<file path="config.mk">
export PLATFORM = sky130hd
export DESIGN_NAME = rptr_top
export DESIGN_NICKNAME = d
export VERILOG_FILES = /design/src/rtl/rptr_pkg.sv /design/src/rtl/rptr_decode.sv /design/src/rtl/rptr_core.sv /design/src/rtl/rptr_gate.sv /design/src/rtl/rptr_top.sv
export SDC_FILE = /design/constraint.sdc
export NUM_CORES = 1
export LEC_CHECK = 0
export ABC_AREA = 1
export BUFFER_PORTS_ARGS = -buffer_cell sky130_fd_sc_hd__buf_2
export CAP_MARGIN = 30
export CORE_MARGIN = 1.5
export CORE_UTILIZATION = 51
export DETAILED_ROUTE_END_ITERATION = 12
export PLACE_DENSITY = 0.84
export SETUP_SLACK_MARGIN = 0.3
export SLEW_MARGIN = 20
export SYNTH_ARGS = -nofsm -noshare
export SYNTH_HDL_FRONTEND = slang
export SYNTH_SLANG_ARGS = --single-unit
</file>
<file path="constraint.sdc">
create_clock -name clk -period 2.5 [get_ports clk]
set_input_delay 0.375 -clock clk [delete_from_list [all_inputs] [get_ports clk]]
set_output_delay 0.375 -clock clk [all_outputs]
set_load 0.05 [all_outputs]
</file>
<file path="src/rtl/rptr_pkg.sv">
// Package: shared types and the fixed address map of the pointer controller.
// Assumes 8-bit addresses and data; the multibyte list is fixed by the map.
package rptr_pkg;
    localparam int ADDR_W = 8;
    localparam int DATA_W = 8;
    localparam int SUB_W  = 8;

    typedef enum logic [1:0] {
        RK_STEP   = 2'd0,   // ordinary byte register, index advances
        RK_HOLD   = 2'd1,   // single byte, index held
        RK_STREAM = 2'd2    // multibyte, sub-offset walks
    } reg_kind_t;

    // Classify one register address.
    function automatic reg_kind_t kind_of(input logic [ADDR_W-1:0] a);
        case (a)
            8'h29, 8'h2D, 8'h4F, 8'h61, 8'h7F: return RK_STREAM;
            8'h60:                             return RK_HOLD;
            default:                           return RK_STEP;
        endcase
    endfunction

    // Length in bytes of a multibyte register (1 for all others).
    function automatic logic [SUB_W-1:0] length_of(input logic [ADDR_W-1:0] a);
        case (a)
            8'h29:   return 8'd5;
            8'h2D:   return 8'd4;
            8'h4F:   return 8'd8;
            8'h61:   return 8'd200;
            8'h7F:   return 8'd16;
            default: return 8'd1;
        endcase
    endfunction
endpackage

</file>
<file path="src/rtl/rptr_decode.sv">
// Module: address decoder. Maps the current index to its kind, its length
// and its read-only flag. Purely combinational; assumes RO_BASE <= RO_LIMIT.
module rptr_decode
    import rptr_pkg::*;
#(
    parameter logic [ADDR_W-1:0] RO_BASE  = 8'h00,
    parameter logic [ADDR_W-1:0] RO_LIMIT = 8'h0F
) (
    input  logic [ADDR_W-1:0] addr,
    output reg_kind_t         kind,
    output logic [SUB_W-1:0]  len,
    output logic              ro
);
    // Decode the address through the package map and the read-only range.
    always_comb begin
        kind = kind_of(addr);
        len  = length_of(addr);
        ro   = (addr >= RO_BASE) && (addr <= RO_LIMIT);
    end
endmodule

</file>
<file path="src/rtl/rptr_core.sv">
// Module: pointer state. Holds the index, the sub-offset and the
// "next write byte is the index" flag. Assumes the strobes are single-cycle
// pulses; a start in the same cycle overrides any strobe.
module rptr_core
    import rptr_pkg::*;
(
    input  logic              clk,
    input  logic              rst_n,
    input  logic              start,
    input  logic              start_rd,
    input  logic              rd_stb,
    input  logic              wr_stb,
    input  logic [DATA_W-1:0] wr_data,
    input  reg_kind_t         kind,
    output logic [ADDR_W-1:0] idx,
    output logic [SUB_W-1:0]  sub,
    output logic              need_idx,
    output logic              data_byte
);
    logic idx_load;

    // Qualify the strobes: index load versus data byte.
    always_comb begin
        idx_load  = wr_stb && need_idx && !start;
        data_byte = !start && (rd_stb || (wr_stb && !need_idx));
    end

    // Update the pointer on starts, index bytes and data bytes.
    always_ff @(posedge clk) begin
        if (!rst_n) begin
            idx      <= '0;
            sub      <= '0;
            need_idx <= 1'b1;
        end else if (start) begin
            sub      <= '0;
            need_idx <= !start_rd;
        end else if (idx_load) begin
            idx      <= wr_data;
            sub      <= '0;
            need_idx <= 1'b0;
        end else if (data_byte) begin
            case (kind)
                RK_STEP:   idx <= idx + 1'b1;
                RK_STREAM: if (sub != '1) sub <= sub + 1'b1;
                default:   ;
            endcase
        end
    end

    assert_step_R3: assert property (@(posedge clk) disable iff (!rst_n)
        (data_byte && kind == RK_STEP) |=> (idx == ADDR_W'($past(idx) + 1'b1)));
    assert_hold_R4: assert property (@(posedge clk) disable iff (!rst_n)
        (data_byte && kind != RK_STEP) |=> $stable(idx));
    assert_hold_sub_R5: assert property (@(posedge clk) disable iff (!rst_n)
        (data_byte && kind == RK_HOLD) |=> $stable(sub));
    assert_sub_clear_R8: assert property (@(posedge clk) disable iff (!rst_n)
        start |=> (sub == '0));
    assert_first_R2: assert property (@(posedge clk) disable iff (!rst_n)
        (wr_stb && need_idx && !start) |=> (idx == $past(wr_data) && !need_idx));
endmodule

</file>
<file path="src/rtl/rptr_gate.sv">
// Module: access gate. Forms the write enable and the returned read byte.
// Assumes rf_rdata is the register file byte at the current index/offset.
module rptr_gate
    import rptr_pkg::*;
(
    input  logic              clk,
    input  logic              rst_n,
    input  logic              data_byte,
    input  logic              wr_stb,
    input  reg_kind_t         kind,
    input  logic [SUB_W-1:0]  len,
    input  logic [SUB_W-1:0]  sub,
    input  logic              ro,
    input  logic [DATA_W-1:0] rf_rdata,
    input  logic [DATA_W-1:0] wr_data,
    output logic              rf_we,
    output logic [DATA_W-1:0] rf_wdata,
    output logic [DATA_W-1:0] rd_data
);
    logic oor;

    // Detect offsets beyond the end of a multibyte register and gate access.
    always_comb begin
        oor      = (kind == RK_STREAM) && (sub >= len);
        rf_we    = data_byte && wr_stb && !ro && !oor;
        rf_wdata = wr_data;
        rd_data  = oor ? '1 : rf_rdata;
    end

    assert_ro_drop_R9: assert property (@(posedge clk) disable iff (!rst_n)
        rf_we |-> !ro);
    assert_oor_drop_R7: assert property (@(posedge clk) disable iff (!rst_n)
        (kind == RK_STREAM && sub >= len) |-> !rf_we);
endmodule

</file>
<file path="src/rtl/rptr_top.sv">
// Module: top of the register pointer controller. Connects the decoder,
// the pointer state and the access gate. Assumes one byte event per cycle.
module rptr_top
    import rptr_pkg::*;
#(
    parameter logic [7:0] RO_BASE  = 8'h00,
    parameter logic [7:0] RO_LIMIT = 8'h0F
) (
    input  logic       clk,
    input  logic       rst_n,
    input  logic       xfer_start,
    input  logic       xfer_read,
    input  logic       rd_stb,
    input  logic       wr_stb,
    input  logic [7:0] wr_byte,
    input  logic [7:0] rf_rdata,
    output logic [7:0] reg_sel,
    output logic [7:0] sub_sel,
    output logic       rf_we,
    output logic [7:0] rf_wdata,
    output logic [7:0] rd_byte
);
    reg_kind_t        kind;
    logic [SUB_W-1:0] len;
    logic             ro;
    logic             need_idx;
    logic             data_byte;

    rptr_decode #(.RO_BASE(RO_BASE), .RO_LIMIT(RO_LIMIT)) u_dec (
        .addr(reg_sel), .kind(kind), .len(len), .ro(ro)
    );

    rptr_core u_core (
        .clk(clk), .rst_n(rst_n), .start(xfer_start), .start_rd(xfer_read),
        .rd_stb(rd_stb), .wr_stb(wr_stb), .wr_data(wr_byte), .kind(kind),
        .idx(reg_sel), .sub(sub_sel), .need_idx(need_idx), .data_byte(data_byte)
    );

    rptr_gate u_gate (
        .clk(clk), .rst_n(rst_n), .data_byte(data_byte), .wr_stb(wr_stb),
        .kind(kind), .len(len), .sub(sub_sel), .ro(ro), .rf_rdata(rf_rdata),
        .wr_data(wr_byte), .rf_we(rf_we), .rf_wdata(rf_wdata), .rd_data(rd_byte)
    );
endmodule

</file>
---- Word level (Yosys, flattened, before mapping) ----
Cells that the tools add are included.
storage, ports and cells
  bits in registers ....................... 17
  bits of input ports ..................... 22
  output and inout bits ................... 33
  logic and storage cells ................. 49
operators by class
  $add $sub $neg .......................... 2
  $lt $le $gt $ge ......................... 3
  equality and inequality tests ........... 8
  muxes and demuxes ....................... 8
  bitwise operators ....................... 2
  reductions and logical operators ........ 23
operator list
  cell                                                                              number
  8-bit case mux with 5 select lines                                                1
  8-bit by 7-bit equality test with 1-bit output, second input constant             4
  8-bit 2-to-1 mux                                                                  4
  8-bit by 1-bit adder with 8-bit output, second input constant                     2
  8-bit by 6-bit equality test with 1-bit output, second input constant             2
  1-bit logical AND                                                                 9
  8-bit by 1-bit >= comparator with 1-bit output, second input constant             1
  8-bit >= comparator                                                               1
  8-bit by 4-bit less-or-equal comparator with 1-bit output, second input constant  1
  8-bit != test, second input constant                                              1
  3-bit AND reduction                                                               2
  2-bit nonzero test                                                                3
  1-bit logical NOT                                                                 5
  5-bit OR reduction                                                                1
  2-bit case mux with 2 select lines                                                1
  3-bit OR reduction                                                                1
  2-bit equality test, second input constant                                        1
  2-bit logical NOT                                                                 1
  1-bit 2-to-1 mux                                                                  2
  1-bit NOT                                                                         2
  1-bit logical OR                                                                  1

---- Depth between registers and ports, before layout ----
  depth after elaboration ................. 7
  mapped depth ............................ 16
  gate-level depth less buffers ........... 16

---- By module ----
Synthesis repeated with hierarchy kept, for this count alone.
second synthesis, totals
  cells, all modules ...................... 293
  area total of the unflattened synthesis .. 1716.6 µm²
modules (own cells, without submodules)
  module       instances  cells each  area each (µm²)  seq. area each (µm²)
  rptr_core    1          181         1106.1           340.3
  rptr_gate    1          64          372.9            0.0
  rptr_decode  1          48          237.7            0.0

---- Least setup slack after synthesis ----
Ideal clock, no wire load.
  path type ............................... register to output
  start ................................... register u_core.idx[0]
  end ..................................... output port rd_byte[0]
  data arrival time ....................... 2.487 ns
  data required time ...................... 2.125 ns
  path slack .............................. -0.362 ns
  cell stages (with the launch flop) ...... 15
  path buffers ............................ 0
  path through ............................ dfxtp_1 ha_1 nand3_1 nor2_1 nor2_2 nand2_1 a31oi_1 ha_1 inv_1 nor2_1 o21ai_0 nand2_1 nand3_1 nand3_2 nand2_1
on the way
  word-level cells in the longest chain between the ends .. 6
  elaborated cells between the ends (all ways) .. 13
  those cells by class .................... order compare (1); eq/ne (7); mux (3); reduce/logical (2)
RTL lines
  what                                                         line             RTL
  start: declaration                                           rptr_core.sv:15  output logic [ADDR_W-1:0] idx,
  start signal: assignment                                     rptr_core.sv:38  idx <= wr_data;
  start signal: assignment                                     rptr_core.sv:43  RK_STEP: idx <= idx + 1'b1;
  branches (longest 4 deep; another with 8-bit >= comparator)  --
  1-bit logical AND *                                          rptr_gate.sv:24  oor = (kind == RK_STREAM) && (sub >= len);
  8-bit 2-to-1 mux *                                           rptr_gate.sv:27  rd_data = oor ? '1 : rf_rdata;
  end: declaration                                             rptr_top.sv:21   output logic [7:0] rd_byte
Every way passes the cells marked *.

---- Worst setup path in the final report ----
  start ................................... register u_core.idx[1]
  end ..................................... output port rd_byte[2]
Same word-level chain as after synthesis.

==> flow_summary.ini <==
[worst_setup_path]
type_of_element_launching_the_critical_path = flop
critical_path.top_delay_family = simple AND/OR/NAND/NOR gates
critPathMaxFanout = 5
cp_cell_sequence = inv_4, ha_4, nand3_4, nor2_4, nor2_4, nand2_1, a31oi_1, ha_2, inv_2, nor2_1, o21ai_1, nand2_1, nand3_2, nand3_4, buf_12, nand2_2, buf_8
stages_on_the_worst_setup_path = 17
crit_path_max_incr_delay_ns = 0.40
crit_path_end = rd_byte[2]
crit_path_kind = flop to primary output
reg2reg_from = u_core.idx[0]$_SDFFE_PN0P_
critical_path.n_buffers_inverters = 4
end_kind = primary output
timing.critical_path.required_ns = 2.12
timing.reg2reg.setup_slack_ns = 0.53
critPathSlowestCell = sky130_fd_sc_hd__dfxtp_4
worst_r2r_path_depth = 13
endpoint_of_the_worst_slack_reg_to_reg_timing_path = u_core.idx[0]$_SDFFE_PN0P_
crit_arrival_ns = 2.38
crit_path_start = u_core.idx[1]$_SDFFE_PN0P_

[grt]
grt_usage_pct = 23.3
grt_start_max_net_pins = 17
grt_first_pass_wirelength_um = 6330
grt_antenna_before_repair = 0
gr-total-overflow = 0
vias_in_the_first_global_route = 1592

[synth]
synth_ff_type = sky130_fd_sc_hd__dfxtp_1
postSynthNetCount = 300
yosys_warnings = 0
synthesis.area_sq_mm = 0.00162
syn_area_per_cell_sq_um = 6.05
yosysUniqueCellTypes = 29
number_of_flops_mapped_to_enable_cells_by_yosys = 0
gate_count_after_technology_mapping = 268
ys_seq_area_share_pct = 21.0
yosys_register_bits = 17
async_flop_share_pct = 0

[pwr]
power.switching_uw = 372
power.ir.vdd_worst_uv = 312
power.clock.fraction_pct = 19.7
lkg_pwr_uw = 0.00120
power.density_cell_area_mw_per_mm2 = 364
power_switching_share_pct = 44.3
p_comb_share_pct = 42.5
internal_uw = 468
power.share.sequential_pct = 37.8

[placement]
gp_routability_congestion = 0.861
numPortBuffers = 54
dp_hpwl_um = 2920
post_place_instance_area_sq_mm = 0.00200

[clocking]
clock-root-buffer = sky130_fd_sc_hd__clkbuf_4
cts.htree.levels = 1
clk-insertion-delay-late_ns = 0.31
tritoncts = yes
cts.sink_count = 17
cts.clk_slew.worst_paths_ns = 0.12
cts_made_buffers = 3
ctsLongestPathBuffers = 2

[min_path]
hold_path.class = input port to flop

[detailed_routing]
detail_route.drc_violations = 0
post_drt_via_cell_ratio = 5.10
routed_wirelength_um = 4350
post_drt_wl_per_cell_um = 11.8
ant_nets = 0
drt_first_pass_iters = 4
drt-initial-drc-count = 61
vias = 1883

[status]
violated_checks = setup timing
run_status = finished, violations left

[floorplan]
placeableCoreArea_sq_mm = 0.00303
pin_count = 55
fp-row-count = 20
die_width_um = 59.4
die_area_sq_mm = 0.00353
die_y_um = 59.4
initial_utilization_pct = 53.6

[layout]
design.final.nets = 358
syn2layout_area_growth_pct = 42.4
final_design_area_no_fill_sq_mm = 0.00231
antenna_cells = 0
final_layout_size_suffix_gt1_share_pct = 41.2
final_common_cell = sky130_fd_sc_hd__nand2_1
mostFrequentLayoutCells = 59 x sky130_fd_sc_hd__nand2_1, 45 x sky130_fd_sc_hd__buf_2, 35 x sky130_fd_sc_hd__inv_1

[timing]
setup_viol_count_final = 9
hold_viol_final = 0
fin_worst_skew_ns = 0.00161
achievable-frequency_mhz = 363
period_share_pct = 110
grt_setup_unrepaired = yes
layout_setup_ws_ns = -0.251
timing.setup.tns_ns = -2.14
final.min_clock_period_ns = 2.75
relSlewSlack_pct = 64.1
tightestPinTransition_ns = 0.538
timing_max_transition_violations_final = 0

[job]
cap_viol_max_count = 0
[final cells by class]
type,count,area (sq um)
Tap cell,44,55.1
Clock inverter,1,5.00
Fill cell,242,718
Inverter,45,175
Multi-Input combinational cell,192,1220
Sequential cell,17,363
Clock buffer,3,22.5
Timing Repair Buffer,67,467
[worst min-delay path by stage]
stage	depth (start not counted)	start	end	slack, ns
floorplan	1	xfer_read	u_core.need_idx$_SDFFE_PN1P_	0.49
CTS	2	xfer_read	u_core.need_idx$_SDFFE_PN1P_	0.25
detailed placement	2	u_core.need_idx$_SDFFE_PN1P_	u_core.need_idx$_SDFFE_PN1P_	0.52
global route	2	xfer_read	u_core.need_idx$_SDFFE_PN1P_	0.26
global placement	2	u_core.need_idx$_SDFFE_PN1P_	u_core.need_idx$_SDFFE_PN1P_	0.51
finish	2	xfer_read	u_core.need_idx$_SDFFE_PN1P_	0.26
[synth_stat cells (2+ instances only)]
library cell	count	area (sq um)
sky130_fd_sc_hd__nor2_1	33	124
sky130_fd_sc_hd__nor2_2	4	25.0
sky130_fd_sc_hd__nand2_1	71	267
sky130_fd_sc_hd__inv_2	3	11.3
sky130_fd_sc_hd__dfxtp_1	17	340
sky130_fd_sc_hd__nand3_2	3	30.0
sky130_fd_sc_hd__buf_4	9	67.6
sky130_fd_sc_hd__nand4_1	10	62.6
sky130_fd_sc_hd__xor2_1	2	17.5
sky130_fd_sc_hd__ha_1	10	125
sky130_fd_sc_hd__nand2_2	4	25.0
sky130_fd_sc_hd__inv_1	42	158
sky130_fd_sc_hd__a31oi_1	2	12.5
sky130_fd_sc_hd__buf_6	2	22.5
sky130_fd_sc_hd__nand3_1	24	120
sky130_fd_sc_hd__o21ai_0	6	30.0
sky130_fd_sc_hd__nand2_4	2	22.5
sky130_fd_sc_hd__a211oi_1	2	15.0
sky130_fd_sc_hd__a21oi_1	10	50.1
sky130_fd_sc_hd__clkbuf_1	3	11.3
[layer usage]
metal	routed length (um)	global-route usage (%)
met1	1680	26.5
met2	2350	42.7
met3	233	3.49
met4	89	9.42
met5	0	0
[power by group through the flow]
stage	logic, uW	clock network [uW]	registers, uW
after floorplan	194	0	366
after global placement	295	0	321
after detailed placement	298	0	322
after CTS	324	169	315
after global routing	387	184	321
final	357	165	318
[per-stage QoR]
step | hold WS, ns | utilization (%) | total power [uW] | worst slack, ns | std cells
global placement | 0.508 | 66.0 | 616 | 0.0125 | 358
finish | 0.255 | 76.3 | 840 | -0.251 | 369
global route | 0.259 | 76.3 | 892 | -0.457 | 369
floorplan | 0.491 | - | 560 | 0.0264 | 268
detailed placement | 0.516 | 66.0 | 620 | -0.0357 | 358
CTS | 0.248 | 72.1 | 808 | -0.177 | 366
[timing repair]
| action | in CTS | in global routing |
|---|---|---|
| hold buffers | 0 | 0 |
| endpoints found under the setup margin | 9 | 9 |
| resized for setup | 33 | 28 |
| pin swaps | 16 | 7 |
| gates cloned | 0 | 0 |
| buffers inserted | 4 | 3 |
[registers in the layout (all words and copies together), names as in the netlist]
register / flops
u_core.idx: 8
u_core.need_idx: 1
u_core.sub: 8
[logic make-up after synthesis]
family                   count (synthesis)  share of synthesized area (%)
flip-flops                              17                           21.0
XOR/XNOR                                 2                           1.08
multiplexers                             1                          0.617
buffers and inverters                   59                           16.7
adder cells (fa/ha/maj)                 10                           7.72
AND/OR/NAND/NOR                        157                           45.5
AO/OA/AOI/OAI                           22                           7.41
Power figures use the tool's default switching activity.
